File: config.mk
export PLATFORM = sky130hd
export DESIGN_NAME = uop_skip_eval
export DESIGN_NICKNAME = d
export VERILOG_FILES = /design/src/rtl/skip_pkg.sv /design/src/rtl/skip_cand_gen.sv /design/src/rtl/skip_sel_pick.sv /design/src/rtl/skip_hold_reg.sv /design/src/rtl/uop_skip_eval.sv
export SDC_FILE = /design/constraint.sdc
export NUM_CORES = 1
export LEC_CHECK = 0
export BUFFER_PORTS_ARGS = -buffer_cell sky130_fd_sc_hd__buf_2
export CORE_AREA = 2 2 39 41
export CTS_CLUSTER_SIZE = 24
export DETAILED_ROUTE_END_ITERATION = 8
export DIE_AREA = 0 0 41 43
export SYNTH_ARGS = -nofsm -noshare
export SYNTH_HDL_FRONTEND = slang
export SYNTH_SLANG_ARGS = --single-unit
File: constraint.sdc
create_clock -name clk_i -period 0.8 [get_ports clk_i]
set_clock_uncertainty 0.15 [all_clocks]
set_input_delay 0.16 -clock clk_i [delete_from_list [all_inputs] [get_ports clk_i]]
set_output_delay 0.16 -clock clk_i [all_outputs]
set_load 0.05 [all_outputs]
File: src/rtl/skip_pkg.sv
package skip_pkg;
  localparam int unsigned SEL_W     = 4;
  localparam int unsigned IR_W      = 16;
  localparam int unsigned N_CODES   = 1 << SEL_W;
  localparam int unsigned IRB_FIRST = 1;   // first single-bit IR test code
  localparam int unsigned IRB_LAST  = 7;   // last single-bit IR test code
  localparam int unsigned IRB_OFS   = 2;   // code n tests ir[n + IRB_OFS]
  localparam int unsigned IR_USED   = IRB_LAST + IRB_OFS + 1;

  typedef enum logic [SEL_W-1:0] {
    SEL_NONE = 4'd0,
    SEL_RSV8 = 4'd8,
    SEL_RSV9 = 4'd9,
    SEL_V    = 4'd10,
    SEL_L    = 4'd11,
    SEL_Z    = 4'd12,
    SEL_N    = 4'd13,
    SEL_LO3  = 4'd14,
    SEL_LO4  = 4'd15
  } sel_code_e;

  typedef struct packed {
    logic v;
    logic l;
    logic z;
    logic n;
  } flags_t;
endpackage

File: src/rtl/skip_cand_gen.sv
module skip_cand_gen
  import skip_pkg::*;
(
  input  logic [IR_W-1:0]    ir_i,
  input  flags_t             flags_i,
  output logic [N_CODES-1:0] cand_o
);
  logic lo3_nz, lo4_nz;
  assign lo3_nz = |ir_i[2:0];
  assign lo4_nz = lo3_nz | ir_i[3];

  for (genvar c = 0; c < int'(N_CODES); c++) begin : g_cand
    if (c >= int'(IRB_FIRST) && c <= int'(IRB_LAST)) begin : g_irb
      assign cand_o[c] = ir_i[c + int'(IRB_OFS)];
    end else if (c == int'(SEL_V)) begin : g_v
      assign cand_o[c] = flags_i.v;
    end else if (c == int'(SEL_L)) begin : g_l
      assign cand_o[c] = flags_i.l;
    end else if (c == int'(SEL_Z)) begin : g_z
      assign cand_o[c] = flags_i.z;
    end else if (c == int'(SEL_N)) begin : g_n
      assign cand_o[c] = flags_i.n;
    end else if (c == int'(SEL_LO3)) begin : g_lo3
      assign cand_o[c] = lo3_nz;
    end else if (c == int'(SEL_LO4)) begin : g_lo4
      assign cand_o[c] = lo4_nz;
    end else begin : g_false
      // no-op and reserved codes
      assign cand_o[c] = 1'b0;
    end
  end
endmodule

File: src/rtl/skip_sel_pick.sv
module skip_sel_pick
  import skip_pkg::*;
(
  input  logic [SEL_W-1:0]   sel_i,
  input  logic [N_CODES-1:0] cand_i,
  output logic               hit_o
);
  logic [N_CODES-1:0] sel_oh;

  always_comb begin
    sel_oh = '0;
    sel_oh[sel_i] = 1'b1;
  end

  // flat AND-OR keeps the path one decode plus one reduction deep
  assign hit_o = |(sel_oh & cand_i);
endmodule

File: src/rtl/skip_hold_reg.sv
module skip_hold_reg (
  input  logic clk_i,
  input  logic rst_ni,
  input  logic d_i,
  output logic q_o
);
  always_ff @(posedge clk_i or negedge rst_ni) begin
    if (!rst_ni) q_o <= 1'b0;
    else         q_o <= d_i;
  end
endmodule

File: src/rtl/uop_skip_eval.sv
module uop_skip_eval
  import skip_pkg::*;
(
  input  logic             clk_i,
  input  logic             rst_ni,
  input  logic [SEL_W-1:0] cond_sel_i,
  input  logic [IR_W-1:0]  ir_i,
  input  logic             flag_v_i,
  input  logic             flag_l_i,
  input  logic             flag_z_i,
  input  logic             flag_n_i,
  output logic             skip_o
);
  flags_t             flags;
  logic [N_CODES-1:0] cand;
  logic               hit;
  logic               unused_ir_hi;

  assign flags = '{v: flag_v_i, l: flag_l_i, z: flag_z_i, n: flag_n_i};
  // upper IR bits belong to other decoders
  assign unused_ir_hi = ^ir_i[IR_W-1:IR_USED];

  skip_cand_gen u_cand (
    .ir_i    (ir_i),
    .flags_i (flags),
    .cand_o  (cand)
  );

  skip_sel_pick u_pick (
    .sel_i  (cond_sel_i),
    .cand_i (cand),
    .hit_o  (hit)
  );

  skip_hold_reg u_reg (
    .clk_i  (clk_i),
    .rst_ni (rst_ni),
    .d_i    (hit),
    .q_o    (skip_o)
  );
endmodule

Yosys cells after proc, flatten, opt, wreduce, memory -nomap -nowiden

Index checks and enable logic that the tools add are counted.

Bitwise logic cells: 2
$lt $le $gt $ge: 2
Muxes and demuxes: 2
Reductions and logical operators: 3

Operators by type and width:

| operator                                                                             | number |
|---|---|
| 16-bit bitwise AND                                                                   | 1 |
| 16-bit OR reduction                                                                  | 1 |
| 4-bit by 5-bit less-than comparator with 1-bit output (second input constant)        | 1 |
| 1-bit demux with 4-bit select                                                        | 1 |
| 4-bit by 1-bit greater-or-equal comparator with 1-bit output (second input constant) | 1 |
| 3-bit OR reduction                                                                   | 1 |
| 1-bit logical AND                                                                    | 1 |
| 1-bit 2-to-1 mux                                                                     | 1 |
| 1-bit OR                                                                             | 1 |

Flip-flop bits (word level): 1
Logic and storage cells: 10
Output and inout bits: 1
Bits of input ports: 26

Depth between registers and ports, before layout

Gate-level depths: netlist (run 1).

Word-level depth: 6
Depth in mapped cells: 5
Gate-level depth less buffers: 4

Modules after synthesis

Synthesis (run 1) repeated with hierarchy kept, for this count alone.

Cells, all modules: 27
Area, all modules: 299.0 µm²

Modules (own cells, without submodules):

| module        | times used | cells each | area each (µm²) |
|---|---|---|---|
| skip_cand_gen | 1          | 19         | 138.9 |
| skip_sel_pick | 1          | 7          | 135.1 |
| skip_hold_reg | 1          | 1          | 25.0 |

Least setup slack after synthesis (run 1)

Ideal clock, no wire load.

Kind: input-to-reg
Start: input cond_sel_i[3]
End: register u_reg.q_o
Slack: -0.260 ns
Arrival: 0.783 ns
Required time: 0.522 ns
Path buffers: 1
Library setup time: 0.128 ns
Cell stages on the path: 5
Path through: clkbuf_2 > mux2i_1 > nor4_1 > nor3_1 > nand3_1

Longest elaborated chain between the ends: 6

Ends and longest elaborated chain:

| element                                                                                                                                                     | RTL line            | text |
|---|---|---|
| start: declaration                                                                                                                                          | uop_skip_eval.sv:6  | `input logic [SEL_W-1:0] cond_sel_i,` |
| 4-bit by 5-bit less-than comparator with 1-bit output (not written as such) or 4-bit by 1-bit greater-or-equal comparator with 1-bit output (tied branches) | skip_sel_pick.sv:12 | `sel_oh[sel_i] = 1'b1;` |
| 1-bit logical AND (not written as such)                                                                                                                     | skip_sel_pick.sv:12 |  |
| 1-bit 2-to-1 mux (not written as such)                                                                                                                      | skip_sel_pick.sv:12 |  |
| 1-bit demux with 4-bit select *                                                                                                                             | n/a                 |  |
| 16-bit bitwise AND *                                                                                                                                        | skip_sel_pick.sv:16 | `assign hit_o = \|(sel_oh & cand_i);` |
| 16-bit OR reduction *                                                                                                                                       | skip_sel_pick.sv:16 |  |
| named net hit                                                                                                                                               | uop_skip_eval.sv:16 | `logic hit;` |
| end signal: assignment                                                                                                                                      | skip_hold_reg.sv:9  | `else q_o <= d_i;` |
| end: declaration                                                                                                                                            | skip_hold_reg.sv:5  | `output logic q_o` |

The timed path passes the listed nets; every way through them passes the cells marked *.

Worst setup path in the final report (run 1)

Start: input ir_i[2]
End: register u_reg.q_o

Longest elaborated chain between the ends: 4

Ends and longest elaborated chain:

| element               | RTL line            | text |
|---|---|---|
| start: declaration    | uop_skip_eval.sv:7  | `input logic [IR_W-1:0] ir_i,` |
| 3-bit OR reduction *  | skip_cand_gen.sv:9  | `assign lo3_nz = \|ir_i[2:0];` |
| 1-bit OR              | skip_cand_gen.sv:10 | `assign lo4_nz = lo3_nz \| ir_i[3];` |
| 16-bit bitwise AND *  | skip_sel_pick.sv:16 |  |
| 16-bit OR reduction * | skip_sel_pick.sv:16 |  |
| named net hit         | uop_skip_eval.sv:16 |  |

Marked as above.

==> impl_metrics.env, run 1 <==
export IMPL_setup_violations=2
export IMPL_drt_pass1_iterations=2
export IMPL_yosys_area_top_type_share_pct=14.39
export IMPL_wl_per_cell_um=9.266
export IMPL_viasPerCell=4.219
export IMPL_hold_viol=0
export IMPL_antenna_found_initial=0
export IMPL_synthAdderAreaFrac_pct=0
export IMPL_yosysMostFrequentCell="nor3_1"
export IMPL_min_period_over_period_pct=137.2
export IMPL_start_util_pct=12.57
export IMPL_synth_edf_count=0
export IMPL_final_cells=64
export IMPL_yosys_top_cells_area="dfrtp_1 14%, mux2i_1 12%, nor3_1 8.6%"
export IMPL_largest_reg_flops=1
export IMPL_io_buffers=20
export IMPL_rsz0062_at_grt="yes"
export IMPL_area_growth_pct=118.7
export IMPL_yosys_register_bits=1
export IMPL_worstPathRequired_ns=0.52
export IMPL_grt_pass1_wl_um=890
export IMPL_synth_xor_area_share_pct=0
export IMPL_rows=14
export IMPL_drc_errors=0
export IMPL_post_synth_cell_area_avg_um2=6.957
export IMPL_tightest_slew_ns=0.2254
export IMPL_clkTransAtPathRegs_ns=0
export IMPL_coreArea_mm2=0.001384
export IMPL_die_h_um=43
export IMPL_grt_max_degree=9
export IMPL_ys_flop_type="dfrtp_1"
export IMPL_yosysUniqueCellTypes=17
export IMPL_violations="negative setup slack"
export IMPL_synthCells=25
export IMPL_leakage_uw=0.0001892
export IMPL_crit_path_max_fanout=2
export IMPL_min_path_type="in -> async"
export IMPL_setup_slack_ns=-0.2973
export IMPL_maxCapViolCount=0
export IMPL_fin_crit_ns=1.097
export IMPL_max_slew_margin_pct=84.84
export IMPL_dpl_cell_count=63
export IMPL_synth_nets=51
export IMPL_synth_top_family_by_area="simple AND/OR/NAND/NOR gates"
export IMPL_outcome="complete, but fails checks"
export IMPL_synthArstFlopShare_pct=100.0
export IMPL_n_antenna_cell=0
export IMPL_drv_slew=0
export IMPL_synthesis_area_um2=173.9
export IMPL_vias=270
export IMPL_synth_simple_area_share_pct=35.25
export IMPL_ant_nets=0
export IMPL_grt_pass1_vias=239
export IMPL_yosysSeqAreaShare_pct=14.39
export IMPL_wl_um=593
export IMPL_place_detailed_hpwl_um=506.6
export IMPL_die_area_mm2=0.001763
export IMPL_fin_nets=76
export IMPL_p_per_area_mw_per_mm2=652.7
export IMPL_layout_drive_gt1_share_pct=60.42
export IMPL_place_ws_ns=-0.4447
export IMPL_die_x_um=41
export IMPL_arrival_ns=0.82
export IMPL_hold_ws_ns=0.3255
export IMPL_gr_usage_all_layers_pct=6.513
export IMPL_synth_top_area_cell="dfrtp_1"
export IMPL_largest_register="u_reg.q_o"
export IMPL_io_pins=27
export IMPL_synth_mux_area_share_pct=17.99
export IMPL_grt_overflow=0
export IMPL_drt_iter0_drc=1
export IMPL_synth_warnings=0
export IMPL_crit_type="in -> reg"
export IMPL_reg_top3="u_reg.q_o x1"
export IMPL_fmax_mhz=911.3
export IMPL_ir_drop_mv=0.1455
export IMPL_start_kind="input port"
export IMPL_end_kind="flop"
export IMPL_place_congestion=0.6025
export IMPL_synth_compound_area_share_pct=25.18
## cell families after synthesis
group                  after synthesis
AOI/OAI and AO/OA                    7
buffers and inverters                3
DFF                                  1
muxes                                3
and+or+nand+nor                     11
## where the power goes
group / total [uW] / internal (uW) / switching (uW)
clock network: 0 / 0 / 0
registers: 60.8 / 58.1 / 2.67
logic: 187 / 103 / 84.6
total: 248 / 161 / 87.2
## worst max path at each step
stage	slack [ns]	endpoint	from	cells after the start
finish	-0.30	u_reg.q_o	ir_i[2]	5
detailed placement	-0.44	u_reg.q_o	ir_i[1]	5
global placement	-0.37	u_reg.q_o	ir_i[1]	5
global route	-0.35	u_reg.q_o	cond_sel_i[3]	5
floorplan	-0.21	u_reg.q_o	cond_sel_i[3]	5
CTS	-0.31	u_reg.q_o	ir_i[2]	5
## worst max-delay path, cell delays in order
cell	delay (ns)
buf_6	0.10
nor3_4	0.18
a31oi_1	0.10
nor3_1	0.18
nand3_1	0.09
## repair_timing
item / 4_1_cts / 5_1_grt
resized for setup: 12 / 3
endpoints found under the hold margin: 1 / 0
gates cloned: 0 / 0
pin swaps: 8 / 0
hold buffers: 1 / 0
buffers inserted: 0 / 0
setup endpoints to repair: 2 / 2
## metal layers
layer	track usage [%]	up-vias	share of wire, %
met5	0	-	0
met4	0	0	0
met3	0	0	11
met2	9.375	14	41
met1	11.18	115	47
li1	-	141	-
## cell type report
type	instances	area (um2)
multi-input combinational	21	165.2
fill	175	1003
tap	16	20.02
timing repair buffer	24	162.7
sequential	1	25.02
inverter	2	7.507
## per-stage QoR
step / TNS [ns] / area (um2) / util [%] / total power [uW]
final: -0.3061 / 380.4 / 27.49 / 248.3
after global routing: -0.3826 / 380.4 / 27.49 / 265.6
after CTS: -0.3212 / 371.6 / 26.85 / 246.8
after detailed placement: -0.5034 / 311.5 / 22.51 / 207.4
after floorplan: -0.3016 / 182.7 / - / 132.4
after global placement: -0.4346 / 311.5 / 22.51 / 206.1
## layout by cell type, fill, tap and decap left out, types with 2 or more instances in the layout
master	instances
a31oi_1	2
buf_2	14
buf_4	5
buf_6	4
inv_1	2
mux2i_1	2
nor3_1	2
Note: power is estimated with default switching activity, not from simulation.
==> inputs of run 2 (changes only) <==
GPL_TIMING_DRIVEN = 0   (was unset)
==> impl_metrics.env, run 2 (synthesized netlist as in run 1, its figures left out) <==
export IMPL_outcome="complete, but fails checks"
export IMPL_violations="negative setup slack"
export IMPL_pwr_share_comb_pct=74.6
export IMPL_drv_slew=0
export IMPL_post_route_util_pct=26.31
export IMPL_start_util_pct=12.57
export IMPL_fin_nets=73
export IMPL_p_switching_uw=86.56
export IMPL_viasPerCell=4.426
export IMPL_worstPathRequired_ns=0.51
export IMPL_antenna_found_initial=0
export IMPL_arrival_ns=0.86
export IMPL_layout_commonest_cell="buf_2"
export IMPL_leakage_uw=0.0001764
export IMPL_die_area_mm2=0.001763
export IMPL_crit_type="in -> reg"
export IMPL_rows=14
export IMPL_ir_drop_mv=0.1776
export IMPL_max_slew_margin_pct=84.98
export IMPL_area_growth_pct=109.4
export IMPL_drc_errors=0
export IMPL_min_path_type="in -> async"
export IMPL_rsz0062_at_grt="yes"
export IMPL_clkPwrFrac_pct=0
export IMPL_place_ws_ns=-0.4743
export IMPL_layout_drive_gt1_share_pct=57.78
export IMPL_post_cts_buffers=0
export IMPL_fin_crit_ns=1.149
export IMPL_tightest_slew_ns=0.2232
export IMPL_die_h_um=43
export IMPL_io_pins=27
export IMPL_switching_share_pct=36.20
export IMPL_largest_register="u_reg.q_o"
export IMPL_n_antenna_cell=0
export IMPL_critPathSlowestCell="nor3_1"
export IMPL_wl_per_cell_um=10.00
export IMPL_place_congestion=0.6045
export IMPL_hold_ws_ns=0.3244
export IMPL_final_cell_mix="14 x buf_2, 3 x buf_6"
export IMPL_die_x_um=41
export IMPL_coreArea_mm2=0.001384
export IMPL_grt_overflow=0
export IMPL_io_buffers=19
export IMPL_setup_slack_ns=-0.3487
export IMPL_grt_max_degree=9
export IMPL_fmax_mhz=870.5
export IMPL_ant_nets=0
export IMPL_grt_pass1_wl_um=807
export IMPL_wl_um=610
export IMPL_gr_usage_all_layers_pct=6.018
export IMPL_seqPwrFrac_pct=25.4
export IMPL_drt_pass1_iterations=3
export IMPL_hold_viol=0
export IMPL_end_kind="flop"
export IMPL_min_period_over_period_pct=143.6
export IMPL_maxCapViolCount=0
export IMPL_reg_top3="u_reg.q_o x1"
export IMPL_max_stage_delay_ns=0.22
export IMPL_setup_violations=2
export IMPL_clkTransAtPathRegs_ns=0
export IMPL_drt_iter0_drc=2
export IMPL_largest_reg_flops=1
export IMPL_start_kind="input port"
export IMPL_crit_path_max_fanout=7
export IMPL_internal_power_uw=152.6
export IMPL_path_cells="buf_4 -> o2111ai_2 -> a31oi_1 -> nor3_1 -> nand3_1"
export IMPL_vias=270
export IMPL_grt_pass1_vias=228
export IMPL_p_per_area_mw_per_mm2=656.7
==> run 2: repair_timing <==
item                       CTS  global route
hold endpoints to repair     1             0
resized for setup            8             4
setup endpoints to repair    2             2
hold buffers                 1             0
pin swaps                    5             6
==> run 2: worst max-delay path, delay by kind of cell <==
kind / cells / cell delay (ns)
buffers and inverters: 1 / 0.14
and+or+nand+nor: 2 / 0.32
AOI/OAI and AO/OA: 2 / 0.24
==> run 2: per-layer routing <==
layer / GRT usage, % / share of wire [%] / vias up / routed length, um
met2: 10.63 / 46 / 14 / 280
met4: 0 / 0 / 0 / 0
li1: - / - / 135 / -
met1: 8.333 / 44 / 121 / 271
met3: 0 / 9.5 / 0 / 58
met5: 0 / 0 / - / 0
==> run 2: per-stage QoR <==
step / TNS (ns) / power [uW] / std cells / cell area, um2
after floorplan: -0.3016 / 132.4 / 25 / 182.7
after global placement: -0.5032 / 197.1 / 60 / 297.8
after detailed placement: -0.5294 / 198.7 / 60 / 297.8
after CTS: -0.3611 / 228.0 / 61 / 342.8
after global routing: -0.4271 / 254.9 / 61 / 364.1
final: -0.3563 / 239.1 / 61 / 364.1
==> run 2: worst paths after layout <==
check                               from        end  depth (start not counted)
worst max-delay path       cond_sel_i[1]  u_reg.q_o                          5
min in group clk_i         cond_sel_i[3]  u_reg.q_o                          3
worst min-delay path              rst_ni  u_reg.q_o                          2
max in group asynchronous         rst_ni  u_reg.q_o                          2
==> run 2: power by group through the flow <==
stage	sequential (uW)	clock [uW]	combinational (uW)
5_1_grt	61.5	0	193
4_1_cts	61.0	0	167
3_5_place_dp	59.2	0	139
3_3_place_gp	59.0	0	138
2_1_floorplan	83.9	0	48.5
6_report	60.8	0	178
==> run 2: final cells by class <==
type	count	area, um2
tap	16	20.02
timing repair buffer	20	128.9
fill	161	1020
buffer	1	13.76
sequential	1	25.02
multi-input combinational	21	168.9
inverter	2	7.507
==> inputs of run 3 (changes only) <==
SYNTH_HIERARCHICAL = 1   (was unset)
==> impl_metrics.env, run 3 <==
export IMPL_internal_power_uw=180.2
export IMPL_post_cts_buffers=0
export IMPL_coreArea_mm2=0.001384
export IMPL_place_congestion=0.6696
export IMPL_min_period_over_period_pct=223.0
export IMPL_yosys_area_top_type_share_pct=40.17
export IMPL_yosys_register_bits=1
export IMPL_start_kind="input port"
export IMPL_fin_crit_ns=1.784
export IMPL_layout_commonest_cell="buf_4"
export IMPL_rows=14
export IMPL_die_h_um=43
export IMPL_violations="negative setup slack"
export IMPL_p_switching_uw=69.62
export IMPL_crit_top_cell="mux2i_1"
export IMPL_fill_cells=151
export IMPL_max_stage_delay_ns=0.52
export IMPL_ant_nets=0
export IMPL_leakage_uw=0.0001977
export IMPL_setup_violations=2
export IMPL_yosysUniqueCellTypes=7
export IMPL_seqPwrFrac_pct=25.0
export IMPL_p_per_area_mw_per_mm2=646.1
export IMPL_crit_path_max_fanout=2
export IMPL_largest_reg_flops=1
export IMPL_crit_type="in -> reg"
export IMPL_yosys_top_cells_count="16 x buf_4, 4 x mux4_1, 3 x mux2i_1"
export IMPL_synthesis_area_um2=299.0
export IMPL_wl_um=490
export IMPL_min_path_type="in -> reg"
export IMPL_largest_register="u_reg/q_o"
export IMPL_start_util_pct=21.61
export IMPL_die_area_mm2=0.001763
export IMPL_grt_max_degree=5
export IMPL_synth_edf_count=0
export IMPL_n_antenna_cell=0
export IMPL_clkTransAtPathRegs_ns=0
export IMPL_arrival_ns=1.50
export IMPL_path_cells="buf_6 -> or4_1 -> mux4_2 -> mux2i_1 -> mux2i_1"
export IMPL_yosysMostFrequentCell="buf_4"
export IMPL_yosysSeqAreaShare_pct=8.368
export IMPL_reg_top3="u_reg/q_o x1"
export IMPL_ys_flop_type="dfrtp_1"
export IMPL_fin_nets=66
export IMPL_setup_slack_ns=-0.9841
export IMPL_critPathSlowestCell="or4_1"
export IMPL_grt_pass1_vias=194
export IMPL_final_cell_mix="14 x buf_4, 7 x buf_2"
export IMPL_synthCells=27
export IMPL_hold_viol=0
export IMPL_place_ws_ns=-1.121
export IMPL_io_buffers=10
export IMPL_grt_overflow=0
export IMPL_gr_usage_all_layers_pct=5.628
export IMPL_switching_share_pct=27.87
export IMPL_end_kind="flop"
export IMPL_critPathBufInv=1
export IMPL_hold_ws_ns=0.2165
export IMPL_final_area_um2=386.6
export IMPL_crit_family="multiplexers"
export IMPL_grt_pass1_wl_um=710
export IMPL_drc_errors=0
export IMPL_die_x_um=41
export IMPL_ir_drop_mv=0.1508
export IMPL_synth_top_area_cell="buf_4"
export IMPL_io_pins=27
export IMPL_worstPathRequired_ns=0.52
export IMPL_vias=205
export IMPL_viasPerCell=3.796
export IMPL_drv_slew=0
export IMPL_wl_per_cell_um=9.074
export IMPL_area_growth_pct=29.29
export IMPL_drt_iter0_drc=0
export IMPL_yosys_top_cells_area="buf_4 40%, mux4_1 35%, mux2i_1 10%"
export IMPL_tns_ns=-0.9967
export IMPL_antenna_found_initial=0
export IMPL_dpl_cell_area_um2=372.9
export IMPL_rsz0062_at_grt="yes"
export IMPL_clkPwrFrac_pct=0
export IMPL_fmax_mhz=560.5
export IMPL_outcome="complete, but fails checks"
export IMPL_maxCapViolCount=0
export IMPL_post_synth_cell_area_avg_um2=11.08
export IMPL_synth_warnings=6
export IMPL_pwr_share_comb_pct=75.0
export IMPL_layout_drive_gt1_share_pct=68.42
export IMPL_synthArstFlopShare_pct=100.0
export IMPL_drt_pass1_iterations=1
run 3: cell types whose count changed after synthesis, sizes merged, moves of 2 or more:
cell | previous run | this run
buf | 0 | 16
mux4 | 0 | 4
nor3 | 3 | 0
a31oi | 2 | 0
inv | 2 | 0
nand2 | 2 | 0
nand3 | 2 | 0
o21ai | 2 | 0
run 3: metal layers:
| metal | track usage, % | wire (um) | vias to the layer above |
|---|---|---|---|
| met5 | 0 | 0 | - |
| met4 | 0 | 0 | 0 |
| met3 | 0 | 23 | 0 |
| met2 | 14.06 | 370 | 5 |
| met1 | 3.548 | 95 | 95 |
| li1 | - | - | 105 |
run 3: cell families after synthesis:
group / Yosys count / synth area share [%]
other: 1 / 1.254
AND/OR/NAND/NOR: 2 / 5.023
buffers and inverters: 16 / 40.17
flip-flops: 1 / 8.367
multiplexers: 7 / 45.19
run 3: timing repair:
item | 4_1_cts | 5_1_grt
resized for setup | 3 | 1
hold buffers | 1 | 0
cloned | 0 | 0
endpoints found under the setup margin | 2 | 2
pin swaps | 1 | 1
endpoints found under the hold margin | 1 | 0
run 3: per-stage QoR:
step	total power, uW	util (%)	instances
after CTS	249.1	27.49	54
after floorplan	188.8	-	29
after detailed placement	235.8	26.94	55
after global placement	232.1	26.94	55
after global routing	268.7	27.94	54
final	249.8	27.94	54
run 3: cell type report:
type	count	area (um2)	area share (%)
buffer	14	105.1	27.18
timing repair buffer	11	78.83	20.39
sequential	1	25.02	6.472
tap	16	20.02	5.178
multi-input combinational	12	157.7	40.78
run 3: final timing paths:
check / startpoint / to / slack, ns / depth (start not counted)
min in group asynchronous: rst_ni / u_reg/q_o / 0.33 / 2
max: ir_i[0] / u_reg/q_o / -0.98 / 5
min: cond_sel_i[3] / u_reg/q_o / 0.22 / 2
max in group asynchronous: rst_ni / u_reg/q_o / 0.09 / 2
run 3: power groups by stage:
stage          registers [uW]  clock network, uW  logic (uW)
2_1_floorplan            88.2                  0         101
3_3_place_gp             60.5                  0         172
3_5_place_dp             60.5                  0         175
4_1_cts                  62.6                  0         187
5_1_grt                  63.7                  0         205
6_report                 62.4                  0         187
